==> config.mk <==
export PLATFORM = sky130hd
export DESIGN_NAME = miss_hint_fwd
export DESIGN_NICKNAME = d
export VERILOG_FILES = /design/src/rtl/miss_hint_pkg.sv /design/src/rtl/hint_sfifo.sv /design/src/rtl/hint_port_arb.sv /design/src/rtl/commit_cmp.sv /design/src/rtl/miss_hint_fwd.sv
export SDC_FILE = /design/constraint.sdc
export NUM_CORES = 1
export LEC_CHECK = 0
export BUFFER_PORTS_ARGS = -buffer_cell sky130_fd_sc_hd__clkbuf_2
export CELL_PAD_IN_SITES_DETAIL_PLACEMENT = 0
export CELL_PAD_IN_SITES_GLOBAL_PLACEMENT = 1
export CORE_MARGIN = 2
export CORE_UTILIZATION = 45
export CTS_CLUSTER_SIZE = 14
export DETAILED_ROUTE_END_ITERATION = 8
export PLACE_DENSITY_LB_ADDON = 0.15
export REMOVE_ABC_BUFFERS = 1
export SLEW_MARGIN = 10
export SYNTH_ARGS = -nofsm -noshare
export SYNTH_HDL_FRONTEND = slang
export SYNTH_SLANG_ARGS = --single-unit
==> constraint.sdc <==
create_clock -name clk -period 9.2 [get_ports clk]
set_input_delay 0 -clock clk [delete_from_list [all_inputs] [get_ports clk]]
set_output_delay 0 -clock clk [all_outputs]
set_load 0.02 [all_outputs]
==> src/rtl/miss_hint_pkg.sv <==
// Shared defaults and the comparator verdict type for the miss hint forwarder.
package miss_hint_pkg;
    localparam int unsigned DEF_ADDR_W     = 32;
    localparam int unsigned DEF_DATA_W     = 32;
    localparam int unsigned DEF_TAG_W      = 8;
    localparam int unsigned DEF_HINT_DEPTH = 8;
    localparam int unsigned DEF_CMT_DEPTH  = 8;
    localparam int unsigned DEF_DROP_W     = 16;

    typedef enum logic [1:0] {
        CMP_IDLE  = 2'd0,
        CMP_MATCH = 2'd1,
        CMP_DIFF  = 2'd2
    } cmp_verdict_e;
endpackage

==> src/rtl/hint_sfifo.sv <==
// Synchronous FIFO with a first-word-fall-through read port.
// It assumes DEPTH is a power of two and at least 2. A push while full and a
// pop while empty are both ignored. clr empties the FIFO synchronously.
module hint_sfifo #(
    parameter int unsigned W     = 32,
    parameter int unsigned DEPTH = 8
) (
    input  logic         clk,
    input  logic         rst_n,
    input  logic         clr,
    input  logic         push,
    input  logic [W-1:0] wdata,
    input  logic         pop,
    output logic [W-1:0] rdata,
    output logic         empty,
    output logic         full
);
    localparam int unsigned PW = $clog2(DEPTH);
    localparam int unsigned CW = PW + 1;

    logic [W-1:0]  mem [DEPTH];
    logic [PW-1:0] wr_ptr, rd_ptr;
    logic [CW-1:0] cnt;
    logic          push_ok, pop_ok;

    assign empty   = (cnt == '0);
    assign full    = (cnt == CW'(DEPTH));
    assign push_ok = push & ~full;
    assign pop_ok  = pop & ~empty;
    assign rdata   = mem[rd_ptr];

    // Purpose: store the incoming word at the write pointer.
    always_ff @(posedge clk) begin
        if (push_ok) begin
            mem[wr_ptr] <= wdata;
        end
    end

    // Purpose: advance the pointers and track occupancy.
    always_ff @(posedge clk) begin
        if (!rst_n || clr) begin
            wr_ptr <= '0;
            rd_ptr <= '0;
            cnt    <= '0;
        end else begin
            if (push_ok) wr_ptr <= wr_ptr + 1'b1;
            if (pop_ok)  rd_ptr <= rd_ptr + 1'b1;
            if (push_ok && !pop_ok)      cnt <= cnt + 1'b1;
            else if (pop_ok && !push_ok) cnt <= cnt - 1'b1;
        end
    end
endmodule

==> src/rtl/hint_port_arb.sv <==
// Shares the trailing cache request port between demand and forwarded hints.
// A demand always wins. A hint is taken only in a cycle with no demand.
module hint_port_arb #(
    parameter int unsigned ADDR_W = 32
) (
    input  logic              dem_valid,
    input  logic [ADDR_W-1:0] dem_addr,
    input  logic              hint_avail,
    input  logic [ADDR_W-1:0] hint_addr,
    output logic              req_valid,
    output logic [ADDR_W-1:0] req_addr,
    output logic              req_pf,
    output logic              hint_take
);
    // Purpose: select the demand when present, otherwise the oldest hint.
    always_comb begin
        hint_take = hint_avail & ~dem_valid;
        req_valid = dem_valid | hint_avail;
        req_pf    = hint_take;
        req_addr  = dem_valid ? dem_addr : hint_addr;
    end
endmodule

==> src/rtl/commit_cmp.sv <==
// Buffers leading-core commits and compares each trailing commit with the
// oldest buffered one. It assumes both cores commit in program order.
// A mismatch, a trailing commit with nothing waiting, or an overflow of the
// buffer sets a sticky rollback flag, which only flush or reset clears.
module commit_cmp
    import miss_hint_pkg::*;
#(
    parameter int unsigned TAG_W  = 8,
    parameter int unsigned DATA_W = 32,
    parameter int unsigned DEPTH  = 8
) (
    input  logic              clk,
    input  logic              rst_n,
    input  logic              flush,
    input  logic              lead_valid,
    input  logic [TAG_W-1:0]  lead_tag,
    input  logic [DATA_W-1:0] lead_data,
    input  logic              trail_valid,
    input  logic [TAG_W-1:0]  trail_tag,
    input  logic [DATA_W-1:0] trail_data,
    output logic              rollback
);
    localparam int unsigned EW = TAG_W + DATA_W;

    logic [EW-1:0] head;
    logic          empty, full;
    logic          overflow;
    cmp_verdict_e  verdict;

    hint_sfifo #(.W(EW), .DEPTH(DEPTH)) u_cbuf (
        .clk   (clk),
        .rst_n (rst_n),
        .clr   (flush),
        .push  (lead_valid),
        .wdata ({lead_tag, lead_data}),
        .pop   (trail_valid),
        .rdata (head),
        .empty (empty),
        .full  (full)
    );

    // Purpose: judge the current trailing commit against the oldest entry.
    always_comb begin
        if (!trail_valid)                          verdict = CMP_IDLE;
        else if (empty)                            verdict = CMP_DIFF;
        else if (head == {trail_tag, trail_data})  verdict = CMP_MATCH;
        else                                       verdict = CMP_DIFF;
        overflow = lead_valid & full;
    end

    // Purpose: hold the rollback flag until it is flushed.
    always_ff @(posedge clk) begin
        if (!rst_n || flush) begin
            rollback <= 1'b0;
        end else if (verdict == CMP_DIFF || overflow) begin
            rollback <= 1'b1;
        end
    end
endmodule

==> src/rtl/miss_hint_fwd.sv <==
// Top level: queues leading-core miss addresses, issues them as prefetch
// hints on idle cycles of the trailing cache port, counts misses discarded
// on a full queue, and compares committed load values of the two cores.
// It assumes the trailing cache accepts every request it is shown.
module miss_hint_fwd
    import miss_hint_pkg::*;
#(
    parameter int unsigned ADDR_W     = DEF_ADDR_W,
    parameter int unsigned DATA_W     = DEF_DATA_W,
    parameter int unsigned TAG_W      = DEF_TAG_W,
    parameter int unsigned HINT_DEPTH = DEF_HINT_DEPTH,
    parameter int unsigned CMT_DEPTH  = DEF_CMT_DEPTH,
    parameter int unsigned DROP_W     = DEF_DROP_W
) (
    input  logic              clk,
    input  logic              rst_n,
    input  logic              flush,
    input  logic              lead_miss_valid,
    input  logic [ADDR_W-1:0] lead_miss_addr,
    input  logic              dem_valid,
    input  logic [ADDR_W-1:0] dem_addr,
    output logic              cache_req_valid,
    output logic [ADDR_W-1:0] cache_req_addr,
    output logic              cache_req_pf,
    output logic [DROP_W-1:0] drop_count,
    input  logic              lead_cmt_valid,
    input  logic [TAG_W-1:0]  lead_cmt_tag,
    input  logic [DATA_W-1:0] lead_cmt_data,
    input  logic              trail_cmt_valid,
    input  logic [TAG_W-1:0]  trail_cmt_tag,
    input  logic [DATA_W-1:0] trail_cmt_data,
    output logic              rollback_req
);
    logic              hq_empty, hq_full, hint_take;
    logic [ADDR_W-1:0] hq_head;
    logic              miss_in;

    assign miss_in = lead_miss_valid & ~flush;

    hint_sfifo #(.W(ADDR_W), .DEPTH(HINT_DEPTH)) u_hq (
        .clk   (clk),
        .rst_n (rst_n),
        .clr   (flush),
        .push  (miss_in),
        .wdata (lead_miss_addr),
        .pop   (hint_take),
        .rdata (hq_head),
        .empty (hq_empty),
        .full  (hq_full)
    );

    hint_port_arb #(.ADDR_W(ADDR_W)) u_arb (
        .dem_valid  (dem_valid),
        .dem_addr   (dem_addr),
        .hint_avail (~hq_empty),
        .hint_addr  (hq_head),
        .req_valid  (cache_req_valid),
        .req_addr   (cache_req_addr),
        .req_pf     (cache_req_pf),
        .hint_take  (hint_take)
    );

    // Purpose: count misses discarded on a full queue, saturating.
    always_ff @(posedge clk) begin
        if (!rst_n) begin
            drop_count <= '0;
        end else if (miss_in && hq_full && drop_count != '1) begin
            drop_count <= drop_count + 1'b1;
        end
    end

    commit_cmp #(.TAG_W(TAG_W), .DATA_W(DATA_W), .DEPTH(CMT_DEPTH)) u_cmp (
        .clk         (clk),
        .rst_n       (rst_n),
        .flush       (flush),
        .lead_valid  (lead_cmt_valid & ~flush),
        .lead_tag    (lead_cmt_tag),
        .lead_data   (lead_cmt_data),
        .trail_valid (trail_cmt_valid & ~flush),
        .trail_tag   (trail_cmt_tag),
        .trail_data  (trail_cmt_data),
        .rollback    (rollback_req)
    );
endmodule

Yosys cells after proc, flatten, opt, wreduce, memory -nomap -nowiden
Memories as Yosys holds them, arrays and structs flattened. A register that Yosys moved wholly into a read port is not among the register bits.
Index checks and enable logic that the tools add are counted.
{ "op_classes": {"add_sub_neg": 9, "n_mul": 0, "n_div": 0, "magnitude_cmp": 0, "n_eq_ne": 5, "n_shift": 0, "muxes": 16, "bitwise": 16, "reduce_logical": 17} }
{ "ops": {"columns": ["operator", "n"], "rows": [
  ["equality test 40 bit", 1],
  ["two-way mux 32 bit", 1],
  ["adder 16 x 1 -> 16 bit (second input constant)", 1],
  ["two-way mux 4 bit", 4],
  ["inequality test 16 bit (second input constant)", 1],
  ["adder 3 x 1 -> 3 bit (second input constant)", 4],
  ["two-way mux 3 bit", 4],
  ["AND 1 bit", 9],
  ["adder 4 x 1 -> 4 bit (second input constant)", 2],
  ["equality test 4 bit (second input constant)", 2],
  ["logical NOT 4 bit", 2],
  ["subtractor 4 x 1 -> 4 bit (second input constant)", 2],
  ["logical AND 1 bit", 6],
  ["two-way mux 2 bit", 3],
  ["NOT 1 bit", 6],
  ["logical NOT 1 bit", 5],
  ["two-way mux 1 bit", 4],
  ["nonzero test 2 bit", 2],
  ["equality test 2 bit (second input constant)", 1],
  ["logical OR 1 bit", 2],
  ["OR 1 bit", 1]
]} }
{ "word_totals": {"regBits": 37, "latchBits": 0, "mem_bits_rw": 576, "rom_bits": 0, "mem_count": 2} }
{ "mem_list": {"columns": ["memory", "words", "word_bits", "rd", "rd_ports_with_merged_regs", "wr", "line_no", "source"], "rows": [
  ["u_cmp.u_cbuf.mem", 8, 40, 1, 1, 1, "hint_sfifo.sv:21", "logic [W-1:0] mem [DEPTH];"],
  ["u_hq.mem", 8, 32, 1, 1, 1, "hint_sfifo.sv:21", null]
]} }

Depth between registers and ports, before layout
{ "depth": {"ltp_word": 7, "ltp_mapped": 11, "depth_no_buf": 11} }

Cells and area by module
From an unflattened synthesis, not the netlist that was laid out.
{ "hier_totals": {"cells_unflattened": 1180, "hier_area_um2": 25315.5} }
{ "by_module_without_submodules": {"columns": ["mod", "n_inst", "cells_per_inst", "area_each_um2", "seq_area_each_um2"], "rows": [
  ["hint_sfifo at u_cmp.u_cbuf", 1, 537, 12986.2, 9869.5],
  ["hint_sfifo at u_hq", 1, 445, 10436.3, 7947.6],
  ["miss_hint_fwd", 1, 99, 848.3, 320.3],
  ["hint_port_arb", 1, 39, 556.8, 0.0],
  ["commit_cmp", 1, 60, 488.0, 20.0]
]} }

Least setup slack after synthesis
OpenSTA, ideal clock, no wires.
{ "synth_timing": {"kind": "register to register", "startpoint": "reg u_cmp.u_cbuf.cnt[0]", "endpoint": "mem u_cmp.u_cbuf.mem[0][0] (netlist bit), enable pin", "setup_ps": 487, "t_arrival_ps": 3805, "required_time_ps": 8713, "slack_ps": 4908, "path_stages_with_launch": 5, "n_path_buf": 0, "path_cell_list": "dfxtp_1 -> nor3_1 -> a21oi_1 -> nand2b_1 -> nor3_1"} }
{ "synth_via": {"elab_chain_len": 5} }
{ "synth_lines": {"columns": ["item", "line_no", "source"], "rows": [
  ["from (decl)", "hint_sfifo.sv:23", "logic [CW-1:0] cnt;"],
  ["from (signal assigned)", "hint_sfifo.sv:48", "if (push_ok && !pop_ok) cnt <= cnt + 1'b1;"],
  ["from (signal assigned)", "hint_sfifo.sv:49", "else if (pop_ok && !push_ok) cnt <= cnt - 1'b1;"],
  ["equality test 4 bit", "hint_sfifo.sv:27", "assign full = (cnt == CW'(DEPTH));"],
  ["NOT 1 bit", "hint_sfifo.sv:28", "assign push_ok = push & ~full;"],
  ["AND 1 bit", "hint_sfifo.sv:28", null],
  ["named net u_cmp.u_cbuf.push_ok", "hint_sfifo.sv:24", "logic push_ok, pop_ok;"],
  ["two-way mux 1 bit", "hint_sfifo.sv:34", "if (push_ok) begin"],
  ["two-way mux 1 bit (not written as such)", "hint_sfifo.sv:35", "mem[wr_ptr] <= wdata;"],
  ["to (decl)", "hint_sfifo.sv:21", null]
]} }
The timed path passes the listed nets, and every way through them passes these cells.

==> flow_summary.toml <==
[logic_synthesis]
syn_avg_cell_area_um2 = 19.5
synth_cell_types = 42
synth_commonest_cells = "edfxtp_1, mux4_2, mux2i_1"
yosysMostFrequentCell = "edfxtp_1"
synth_top_cells_by_area = "edfxtp_1, mux4_2, mux2i_1, dfxtp_1, xnor2_1"
synthArstFlopShare_pct = 0
ys.flop_type = "edfxtp_1"
ys_seq_area_share_pct = 74.3
yosys_register_bits = 619
synth_top_cell_area_share_pct = 70.8
synth-edff-count = 576
synthCells = 1250
yosysWarningCount = 0
yosysTopAreaCell = "edfxtp_1"
netlist_area_um2 = 24400

[critical_path]
path_cells = "buf_4 -> mux4_2 -> mux2i_1 -> xnor2_1 -> nor4_1 -> dlygate4sd3_1 -> nand3_1 -> dlygate4sd3_1 -> o21a_1 -> dlygate4sd3_1"
worst_path_max_delay_cell = "dfxtp_4"
arrival_ps = 5280
reg2reg_slack_ps = 4400
crit_buf_inv = 4
path_class = "reg -> reg"
cp_max_fo = 52
rr_endpoint = "u_cmp.rollback"
cp-start-kind = "flop"
crit_path_frequent_cell = "dlygate4sd3_1"
cpPeakStageDelay_ps = 870
crit_family = "buffers and inverters"
cp-end-kind = "flop"
cp_data_required_time_ps = 9680
rr_worst_depth = 10

[cts]
clk_pin_slew_ps = 60
cts_resized = 0
clock_latency_ps = 590
cts_tree = "yes"
cts_num_sinks = 619
cts_max_level = 3
cts_buffers = 67
cts_root_buf = "clkbuf_16"
post-cts-setup-buffers = 0
cts.path.max_buffers = 3

[floorplanning]
die_area_um2 = 56200
ios = 202
rows = 85
start_util_pct = 45.5
core_um2 = 53700
die_h_um = 237
die_w_um = 237

[power]
ir_worst_vdd_v = 0.000155
power.density_nw_per_um2 = 205
total_power_mw = 6.00
leakage_nw = 9.55

[routing]
first_pass_iters = 4
drt_iter0_drc = 753
drt_wl_total_um = 50400
route.detailed.drc = 0
via_count = 12300
viasPerCell = 5.31
ant_nets = 0
wl_per_cell_um = 21.8

[placed_design]
port_buffers = 201
place.gp.congestion = 0.733
dp_hpwl_um = 27400

[sta]
max_slew_margin_pct = 36.0
fin_hold_ws_ps = 15.0
hold_viol_final = 0
slew_viol_final = 0
finalCritPeriodShare_pct = 52.2
rsz0062_at_grt = "false"
finalSetupViolCount = 0
fin_skew_ps = 21.7
setup_tns_ps = 0
fmax_mhz = 208
min_period_ps = 4800
tightest_slew_ps = 961

[global_routing]
grt_pass1_wl_um = 76600
antenna_found_initial = 6
grt_usage_pct = 18.3
grt_max_degree = 67
grt-ovfl-total = 0
grt_pass1_vias = 12700

[layout]
nets = 1733
nFillCells = 4242
final_layout_size_suffix_gt1_share_pct = 28.4
seq_area_um2 = 18200
syn2layout_area_growth_pct = 19.7
multiInputGateArea_um2 = 6070

[hold_path]
hp-class = "in -> reg"
min_path_cells = 5
worstHoldEndpoint = "u_cmp.u_cbuf.wr_ptr[1]"
hold_path.startpoint = "lead_cmt_valid"

[run]
cap_violations = 0

[run_status]
status = "finished clean"
## metrics by stage
stage	setup slack [ps]	cell area (um^2)	utilization, %	cells
after CTS	4370	29200	54.5	2312
after detailed placement	5410	26300	49.0	2116
final	4400	29300	54.5	2317
after floorplan	4080	24100	-	1195
after global placement	5450	26300	49.0	2116
after global routing	4100	29300	54.5	2316
## cell families after synthesis
kind of cell | Yosys count | share of synthesized area, %
buffers and inverters | 62 | 1.31
multiplexers | 230 | 15.8
XOR/XNOR | 61 | 2.19
adder cells (fa/ha/maj) | 13 | 0.727
flip-flops | 619 | 74.3
AO/OA/AOI/OAI | 79 | 1.98
AND/OR/NAND/NOR | 186 | 3.67
## flip-flops by register name, summed over array words and instances (netlist names), named ones only
signal	cells
u_hq.mem	256
u_cmp.u_cbuf.mem	320
u_hq.cnt	4
u_hq.wr_ptr	3
u_cmp.u_cbuf.wr_ptr	3
drop_count	16
u_cmp.u_cbuf.cnt	4
u_hq.rd_ptr	3
u_cmp.rollback	1
u_cmp.u_cbuf.rd_ptr	3
## worst max path at each step
stage | from | end | slack (ps) | depth (start not counted)
5_1_grt | flop | u_cmp.rollback | 4100 | 10
4_1_cts | flop | u_cmp.rollback | 4370 | 10
2_1_floorplan | flop | u_cmp.rollback | 4080 | 7
3_5_place_dp | flop | u_cmp.rollback | 5410 | 8
6_report | flop | u_cmp.rollback | 4400 | 10
3_3_place_gp | flop | u_cmp.rollback | 5450 | 8
## where the power goes
part | switching [mW] | internal [mW]
clock network | 1.03 | 1.56
registers | 0.0154 | 3.10
logic | 0.158 | 0.132
## worst min-delay path, cell delays in order
cell and delay, ps:
clkbuf_2 110, nand2b_1 100, a21oi_1 120, mux2i_1 140
nor2_1 80
## metal layers
metal  vias to the layer above  track usage (%)  part of all wire (%)
met5                         -                0                 0.026
met4                         2             5.85                   1.9
met3                        60             3.10                   3.8
met2                       254             31.5                    51
met1                      6322             23.9                    43
li1                       5666                -                     -
## cell usage in the layout, fill, tap and decap left out, types with 5 or more instances in the layout
cell / synthesis / layout
a21oi_1: 13 / 13
ha_1: 11 / 11
nor4_1: 5 / 5
and2_1: 17 / 17
nor2_1: 40 / 28
clkbuf_2: 0 / 201
a22oi_1: 18 / 18
bufinv_16: 0 / 5
nor2_4: 0 / 12
diode_2: 0 / 5
buf_4: 1 / 24
nand2_1: 59 / 59
dfxtp_1: 43 / 37
o21ai_0: 35 / 35
clkbuf_16: 0 / 71
dlygate4sd3_1: 0 / 80
edfxtp_1: 576 / 576
xor2_1: 30 / 30
clkbuf_1: 26 / 19
clkinv_2: 0 / 8
mux2i_1: 106 / 106
a21o_1: 6 / 6
nand4_1: 6 / 6
and3_1: 5 / 5
nor3_1: 9 / 5
inv_1: 7 / 7
nand2b_1: 15 / 15
nand3_1: 18 / 18
xnor2_1: 31 / 31
mux4_2: 120 / 120
clkinv_1: 0 / 8
## layout make-up
type | count | share of cell area (%)
antenna | 5 | 0.0428
clock buffer | 92 | 6.41
clock inverter | 24 | 0.834
inverter | 7 | 0.0898
multi-input combinational | 569 | 20.7
sequential | 619 | 62.1
tap | 696 | 2.98
timing repair buffer | 305 | 6.79
## what timing repair did
action | in CTS | in global routing
hold buffers | 80 | 0
endpoints found under the hold margin | 602 | 0
endpoints found under the setup margin | 0 | 0
(Power assumes the default switching activity.)
